$ cat config.mk
export PLATFORM = sky130hd
export DESIGN_NAME = ssp_status_flags
export DESIGN_NICKNAME = d
export VERILOG_FILES = /design/src/rtl/ssp_pkg.sv /design/src/rtl/ssp_flag_cell.sv /design/src/rtl/ssp_edge_gate.sv /design/src/rtl/ssp_cs_conflict.sv /design/src/rtl/ssp_status_flags.sv
export SDC_FILE = /design/constraint.sdc
export NUM_CORES = 1
export LEC_CHECK = 0
export ABC_CLOCK_PERIOD_IN_PS = 2800
export BUFFER_PORTS_ARGS = -buffer_cell sky130_fd_sc_hd__buf_2
export CAP_MARGIN = 20
export CORE_UTILIZATION = 46
export DETAILED_ROUTE_END_ITERATION = 8
export PLACE_DENSITY = 0.81
export SLEW_MARGIN = 10
export SYNTH_ARGS = -nofsm -noshare
export SYNTH_HDL_FRONTEND = slang
export SYNTH_HIERARCHICAL = 1
export SYNTH_SLANG_ARGS = --single-unit
$ cat constraint.sdc
create_clock -name clk -period 2.8 [get_ports clk]
set_clock_uncertainty 0.15 [all_clocks]
set_input_delay 0 -clock clk [delete_from_list [all_inputs] [get_ports clk]]
set_output_delay 0 -clock clk [all_outputs]
set_load 0.005 [all_outputs]
$ cat src/rtl/ssp_pkg.sv
package ssp_pkg;

    localparam int NUM_FLAGS = 5;

    localparam int IDX_CONF = 0;
    localparam int IDX_OVR  = 1;
    localparam int IDX_RXF  = 2;
    localparam int IDX_TXE  = 3;
    localparam int IDX_TXMT = 4;

    // Bit position of each flag in the status word (software decodes these)
    function automatic int flag_pos(input int idx);
        case (idx)
            IDX_CONF: return 0;
            IDX_OVR:  return 2;
            IDX_RXF:  return 5;
            IDX_TXE:  return 6;
            default:  return 7;
        endcase
    endfunction

    typedef struct packed {
        logic flag;
        logic arm;
    } flag_state_t;

    typedef struct packed {
        logic tx_en;
    } gate_state_t;

    typedef struct packed {
        logic cs;
    } cs_state_t;

endpackage

$ cat src/rtl/ssp_flag_cell.sv
module ssp_flag_cell
    import ssp_pkg::*;
(
    input  logic clk,
    input  logic rst_n,
    input  logic set_evt,
    input  logic hw_clr,
    input  logic rd_stat,
    input  logic wr_stat,
    input  logic wr_bit,
    output logic flag_o
);

    flag_state_t st_q, st_d;
    logic        sw_clr;

    always_comb begin
        sw_clr     = wr_stat & ~wr_bit & st_q.arm;
        st_d.flag  = set_evt | (st_q.flag & ~hw_clr & ~sw_clr);
        // arm records a read of 1; any write consumes it; a zero flag drops it
        st_d.arm   = ~wr_stat & st_d.flag & (st_q.arm | (rd_stat & st_q.flag));
    end

    always_ff @(posedge clk or negedge rst_n) begin
        if (!rst_n) st_q <= '0;
        else        st_q <= st_d;
    end

    assign flag_o = st_q.flag;

    AST_WRITE_ONE_HOLDS: assert property (@(posedge clk) disable iff (!rst_n)
        (st_q.flag && wr_stat && wr_bit && !hw_clr) |=> st_q.flag);

    AST_UNARMED_HOLDS: assert property (@(posedge clk) disable iff (!rst_n)
        (st_q.flag && !st_q.arm && !hw_clr) |=> st_q.flag);

    AST_SET_WINS: assert property (@(posedge clk) disable iff (!rst_n)
        set_evt |=> st_q.flag);

    AST_WRITE_DISARMS: assert property (@(posedge clk) disable iff (!rst_n)
        wr_stat |=> !st_q.arm);

endmodule

$ cat src/rtl/ssp_edge_gate.sv
module ssp_edge_gate
    import ssp_pkg::*;
(
    input  logic clk,
    input  logic rst_n,
    input  logic inhibit,
    input  logic tx_en,
    input  logic eng_load,
    input  logic eng_last_bit,
    input  logic eng_rx_done,
    input  logic eng_xfer_start,
    output logic tx_en_rise,
    output logic load_g,
    output logic last_g,
    output logic rx_g,
    output logic start_g
);

    gate_state_t st_q, st_d;

    always_comb begin
        st_d.tx_en = tx_en;
        tx_en_rise = tx_en & ~st_q.tx_en;
        load_g     = eng_load       & ~inhibit;
        last_g     = eng_last_bit   & ~inhibit;
        rx_g       = eng_rx_done    & ~inhibit;
        start_g    = eng_xfer_start & ~inhibit;
    end

    always_ff @(posedge clk or negedge rst_n) begin
        if (!rst_n) st_q <= '0;
        else        st_q <= st_d;
    end

    AST_RISE_ONCE: assert property (@(posedge clk) disable iff (!rst_n)
        tx_en_rise |=> !tx_en_rise);

endmodule

$ cat src/rtl/ssp_cs_conflict.sv
module ssp_cs_conflict
    import ssp_pkg::*;
(
    input  logic clk,
    input  logic rst_n,
    input  logic inhibit,
    input  logic four_wire,
    input  logic is_master,
    input  logic cs_in,
    input  logic xfer_active,
    input  logic start_g,
    output logic conflict_evt
);

    cs_state_t st_q, st_d;
    logic      master_hit;
    logic      slave_hit;

    always_comb begin
        st_d.cs    = cs_in;
        master_hit = four_wire & is_master & start_g & ~cs_in;
        slave_hit  = four_wire & ~is_master & xfer_active & ~inhibit & ~st_q.cs & cs_in;
        conflict_evt = master_hit | slave_hit;
    end

    always_ff @(posedge clk or negedge rst_n) begin
        if (!rst_n) st_q <= '{cs: 1'b1};
        else        st_q <= st_d;
    end

    AST_SLAVE_NEEDS_ACTIVE: assert property (@(posedge clk) disable iff (!rst_n)
        (!is_master && !xfer_active) |-> !conflict_evt);

endmodule

$ cat src/rtl/ssp_status_flags.sv
module ssp_status_flags
    import ssp_pkg::*;
#(
    parameter int REG_W = 8
) (
    input  logic             clk,
    input  logic             rst_n,
    input  logic             tx_en,
    input  logic             four_wire,
    input  logic             is_master,
    input  logic             cs_in,
    input  logic             bus_rd_stat,
    input  logic             bus_wr_stat,
    input  logic [REG_W-1:0] bus_wdata,
    input  logic             bus_wr_txd,
    input  logic             bus_rd_rxd,
    input  logic             eng_load,
    input  logic             eng_last_bit,
    input  logic             eng_rx_done,
    input  logic             eng_xfer_start,
    input  logic             eng_xfer_active,
    output logic [REG_W-1:0] stat_rdata,
    output logic             xfer_inhibit
);

    function automatic logic [REG_W-1:0] used_mask();
        logic [REG_W-1:0] m;
        m = '0;
        for (int k = 0; k < NUM_FLAGS; k++) m[flag_pos(k)] = 1'b1;
        return m;
    endfunction

    localparam logic [REG_W-1:0] USED_MASK = used_mask();

    logic [NUM_FLAGS-1:0] flag_vec;
    logic [NUM_FLAGS-1:0] set_vec;
    logic [NUM_FLAGS-1:0] hwclr_vec;
    logic tx_en_rise, load_g, last_g, rx_g, start_g, conflict_evt;
    logic unused_wbits;

    assign unused_wbits = ^(bus_wdata & ~USED_MASK);
    assign xfer_inhibit = flag_vec[IDX_OVR];

    ssp_edge_gate u_gate (
        .clk            (clk),
        .rst_n          (rst_n),
        .inhibit        (xfer_inhibit),
        .tx_en          (tx_en),
        .eng_load       (eng_load),
        .eng_last_bit   (eng_last_bit),
        .eng_rx_done    (eng_rx_done),
        .eng_xfer_start (eng_xfer_start),
        .tx_en_rise     (tx_en_rise),
        .load_g         (load_g),
        .last_g         (last_g),
        .rx_g           (rx_g),
        .start_g        (start_g)
    );

    ssp_cs_conflict u_conf (
        .clk          (clk),
        .rst_n        (rst_n),
        .inhibit      (xfer_inhibit),
        .four_wire    (four_wire),
        .is_master    (is_master),
        .cs_in        (cs_in),
        .xfer_active  (eng_xfer_active),
        .start_g      (start_g),
        .conflict_evt (conflict_evt)
    );

    always_comb begin
        set_vec   = '0;
        hwclr_vec = '0;
        set_vec[IDX_CONF]   = conflict_evt;
        set_vec[IDX_OVR]    = rx_g & flag_vec[IDX_RXF];
        set_vec[IDX_RXF]    = rx_g;
        set_vec[IDX_TXE]    = last_g & flag_vec[IDX_TXMT];
        set_vec[IDX_TXMT]   = tx_en_rise | load_g;
        hwclr_vec[IDX_RXF]  = bus_rd_rxd;
        hwclr_vec[IDX_TXE]  = bus_wr_txd;
        hwclr_vec[IDX_TXMT] = bus_wr_txd;
    end

    for (genvar i = 0; i < NUM_FLAGS; i++) begin : g_flag
        localparam int P = flag_pos(i);
        ssp_flag_cell u_cell (
            .clk     (clk),
            .rst_n   (rst_n),
            .set_evt (set_vec[i]),
            .hw_clr  (hwclr_vec[i]),
            .rd_stat (bus_rd_stat),
            .wr_stat (bus_wr_stat),
            .wr_bit  (bus_wdata[P]),
            .flag_o  (flag_vec[i])
        );
    end

    always_comb begin
        stat_rdata = '0;
        for (int k = 0; k < NUM_FLAGS; k++) stat_rdata[flag_pos(k)] = flag_vec[k];
    end

    AST_TXE_NEEDS_TXMT: assert property (@(posedge clk) disable iff (!rst_n)
        $rose(flag_vec[IDX_TXE]) |-> $past(flag_vec[IDX_TXMT]));

    AST_OVR_NEEDS_FULL: assert property (@(posedge clk) disable iff (!rst_n)
        $rose(flag_vec[IDX_OVR]) |-> $past(flag_vec[IDX_RXF]));

    AST_OVR_FREEZES_RXF: assert property (@(posedge clk) disable iff (!rst_n)
        (flag_vec[IDX_OVR] && !flag_vec[IDX_RXF]) |=> !flag_vec[IDX_RXF]);

    AST_TXD_CLEARS_TXE: assert property (@(posedge clk) disable iff (!rst_n)
        (bus_wr_txd && !eng_last_bit) |=> !flag_vec[IDX_TXE]);

    AST_CONF_FOUR_WIRE: assert property (@(posedge clk) disable iff (!rst_n)
        $rose(flag_vec[IDX_CONF]) |-> $past(four_wire));

endmodule

==> run_results.csv <==
group,metric,value,unit
yosys,synth_top_area_cell,"dfrtp_1",
timing,rsz0062_at_grt,"false",
floorplan,pin_count,32,
clock_tree,clock_latency,270,ps
hold_path,hp-start,"bus_wdata[5]",
clock_tree,cts_tree,"yes",
route,vias_per_cell,4.94,
route,vias,578,
power_and_ir_drop,pwr_density_cell,456,mW/mm2
grt,gr-usage-all-layers,24.2,%
worst_setup_path,critPathCaptureType,"flop",
clock_tree,clock_sinks,12,
power_and_ir_drop,pwr-share-comb,24.7,%
finish,fillers,85,
place,postPlaceCellArea,757,um2
yosys,synth_area_leaders,"dfrtp_1, a211oi_2, and3b_2",
grt,grt_pass1_wl,2430,um
timing,setup_viol,0,
worst_setup_path,crit_path_start_kind,"flop",
status,status,"finished, final reports clean",
route,totalWireLength,1470,um
clock_tree,post_cts_buffers,0,
worst_setup_path,reg2reg_slack,930,ps
clock_tree,numCtsBuffers,3,
power_and_ir_drop,power.leakage,0.459,nW
power_and_ir_drop,pwr-share-seq,49.5,%
worst_setup_path,cp_cell_sequence,"nor2b_1 -> nand4b_1 -> o21ai_1 -> inv_1 -> a211oi_2 -> dlygate4sd3_1",
yosys,yosysWarnings,6,
clock_tree,h-tree-depth,1,
finish,num-nets-final,127,
route,first_pass_iters,4,
power_and_ir_drop,p_sw_share,28.5,%
yosys,synthesis.area,629,um2
finish,fin_util,78.7,%
route,avgRoutedWirePerCell,12.6,um
worst_setup_path,arrival,1920,ps
power_and_ir_drop,vdd_drop_max,383,uV
timing,timing.final.hold_violations,0,
timing,setup_tns,0,ps
floorplan,placementRows,12,
place,gp_congestion,0.621,
floorplan,dieWidth,39.0,um
hold_path,whs_path_depth,3,
timing,period_share,66.6,%
grt,grt_max_degree,12,
clock_tree,clock-root-buffer,"clkbuf_4",
route,ant_nets,0,
power_and_ir_drop,p_switching,122,uW
worst_setup_path,cp_max_fo,9,
grt,overflow,0,
floorplan,dieHeight,39.0,um
hold_path,hold_end,"g_flag[2].u_cell/flag_o",
power_and_ir_drop,p_int,304,uW
power_and_ir_drop,power,426,uW
finish,n_antenna_cell,0,
worst_setup_path,timing.rr.end,"g_flag[0].u_cell/st_q[0]",
worst_setup_path,path_buf_inv,2,
clock_tree,cts_resized,0,
power_and_ir_drop,pwr-share-clk,25.8,%
yosys,yosysTopAreaCellShare,43.7,%
yosys,yosysSeqAreaShare,47.9,%
worst_setup_path,rr_worst_depth,6,
floorplan,coreArea,0.00119,mm2
yosys,yosysUniqueCellTypes,16,
finish,syn_to_final_growth,48.3,%
clock_tree,clkTransAtPathRegs,80,ps
finish,drive_above_1_share,37.9,%
timing,drv_slew,0,
grt,antenna_found_initial,0,
timing,tightestPinTransition,520,ps
hold_path,hp-class,"input pin to flop",
yosys,syn_avg_cell_area,10.7,um2
route,drt_iter0_drc,16,
worst_setup_path,cp.required,2860,ps
run,drv_cap,0,
place,port-buffer-count,25,
route,drt_drc_violations_left,0,
clock_tree,clockBufferDepth,2,
worst_setup_path,crit_type,"flop to flop",
yosys,synth_seq_cells,12,
floorplan,dieArea,0.00152,mm2
yosys,syn_inst,59,
timing,fin_crit,1870,ps
floorplan,initial_core_util,53.1,%
worst_setup_path,r2r-start,"g_flag[1].u_cell/flag_o",
finish,finalInstanceArea,933,um2
grt,grt_pass1_vias,609,
worst_setup_path,critPathSlowestCell,"dlygate4sd3_1",
timing,fmaxAchievable,0.536,GHz
worst_setup_path,cpLargestDelayFamily,"buffers and inverters",
timing,slew-limit-headroom,65.2,%
worst_setup_path,worst_path_largest_cell_delay,570,ps
==> per-layer routing <==
metal | global-route usage [%] | part of all wire, % | up-vias
met5 | 0 | 0 | -
met4 | 7.76 | 1.1 | 0
met3 | 3.47 | 4.5 | 2
met2 | 47.1 | 53 | 22
met1 | 26.0 | 42 | 271
li1 | - | - | 283
==> flip-flops by register name (all words and copies together), names as in the netlist <==
signal                flops
g_flag.u_cell/st_q        5
u_gate/st_q               1
u_conf/st_q               1
g_flag.u_cell/flag_o      5
==> cell families (layout without fill, tap and decap cells) <==
family / count (synthesis) / in the layout / synth area share (%)
flip-flops: 12 / 12 / 47.9
buffers and inverters: 9 / 49 / 7.75
AND/OR/NAND/NOR: 21 / 21 / 25.1
other: 1 / 5 / 0.596
AO/OA/AOI/OAI: 16 / 16 / 18.7
==> cells in the final DEF, fill, tap and decap left out <==
cell	netlist	final
clkbuf_4	0	3
dfrtp_1	11	11
a211oi_2	5	5
clkbuf_1	0	1
o21ai_0	5	5
dfstp_2	1	1
nor2b_1	5	5
inv_1	5	5
and2_1	2	2
and3b_2	5	5
nand4b_1	1	1
conb_1	1	5
a21oi_1	5	5
nand4bb_1	1	1
buf_2	0	25
or2_1	1	1
dlygate4sd3_1	0	15
nand2b_1	6	6
o21ai_1	1	1
==> power groups by stage <==
stage / registers (mW) / clock network (mW) / logic (mW)
after detailed placement: 0.214 / 0 / 0.0872
after global routing: 0.214 / 0.120 / 0.119
after global placement: 0.213 / 0 / 0.0844
final: 0.211 / 0.110 / 0.105
after floorplan: 0.211 / 0 / 0.0517
after CTS: 0.211 / 0.111 / 0.103
==> worst max-delay path by stage <==
stage	endpoint	depth (start not counted)	slack [ps]	start
final	g_flag[0].u_cell/st_q[0]	6	930	g_flag[1].u_cell/flag_o
after global routing	g_flag[0].u_cell/st_q[0]	6	830	g_flag[1].u_cell/flag_o
after CTS	g_flag[0].u_cell/st_q[0]	6	960	g_flag[1].u_cell/flag_o
after detailed placement	g_flag[0].u_cell/st_q[0]	5	1500	g_flag[1].u_cell/flag_o
after global placement	g_flag[0].u_cell/st_q[0]	5	1540	g_flag[1].u_cell/flag_o
after floorplan	g_flag[0].u_cell/st_q[0]	4	1640	g_flag[1].u_cell/flag_o
==> synthesized netlist by cell type (all sizes together) <==
library cell  number
dfrtp             11
nand2b             6
o21ai              6
a211oi             5
a21oi              5
and3b              5
inv                5
nor2b              5
buf                4
and2               2
conb               1
dfstp              1
nand4b             1
nand4bb            1
or2                1
==> through the flow <==
stage          setup slack [ps]  hold slack [ps]  cells
2_1_floorplan              1640             -446     63
3_3_place_gp               1540             -263     98
3_5_place_dp               1500             -260     98
4_1_cts                     960             4.84    117
5_1_grt                     833             4.24    117
6_report                    934             1.41    117
==> worst register-to-register path, stage by stage, from the launching register on <==
cell,delay (ps)
dfrtp_1,480
nor2b_1,170
nand4b_1,110
o21ai_1,90
inv_1,70
a211oi_2,180
dlygate4sd3_1,570
==> repair_timing <==
item	4_1_cts	5_1_grt
hold buffers	15	0
hold endpoints to repair	23	0
setup endpoints to repair	0	0
==> cell type report <==
class / count / area, um2 / area share [%]
clock buffer: 4 / 26.3 / 2.82
sequential: 12 / 302 / 32.3
inverter: 5 / 18.8 / 2.01
multi-input combinational: 42 / 294 / 31.5
timing repair buffer: 40 / 275 / 29.5
tap: 14 / 17.5 / 1.88
No activity file was read; power rests on OpenSTA's default activity.
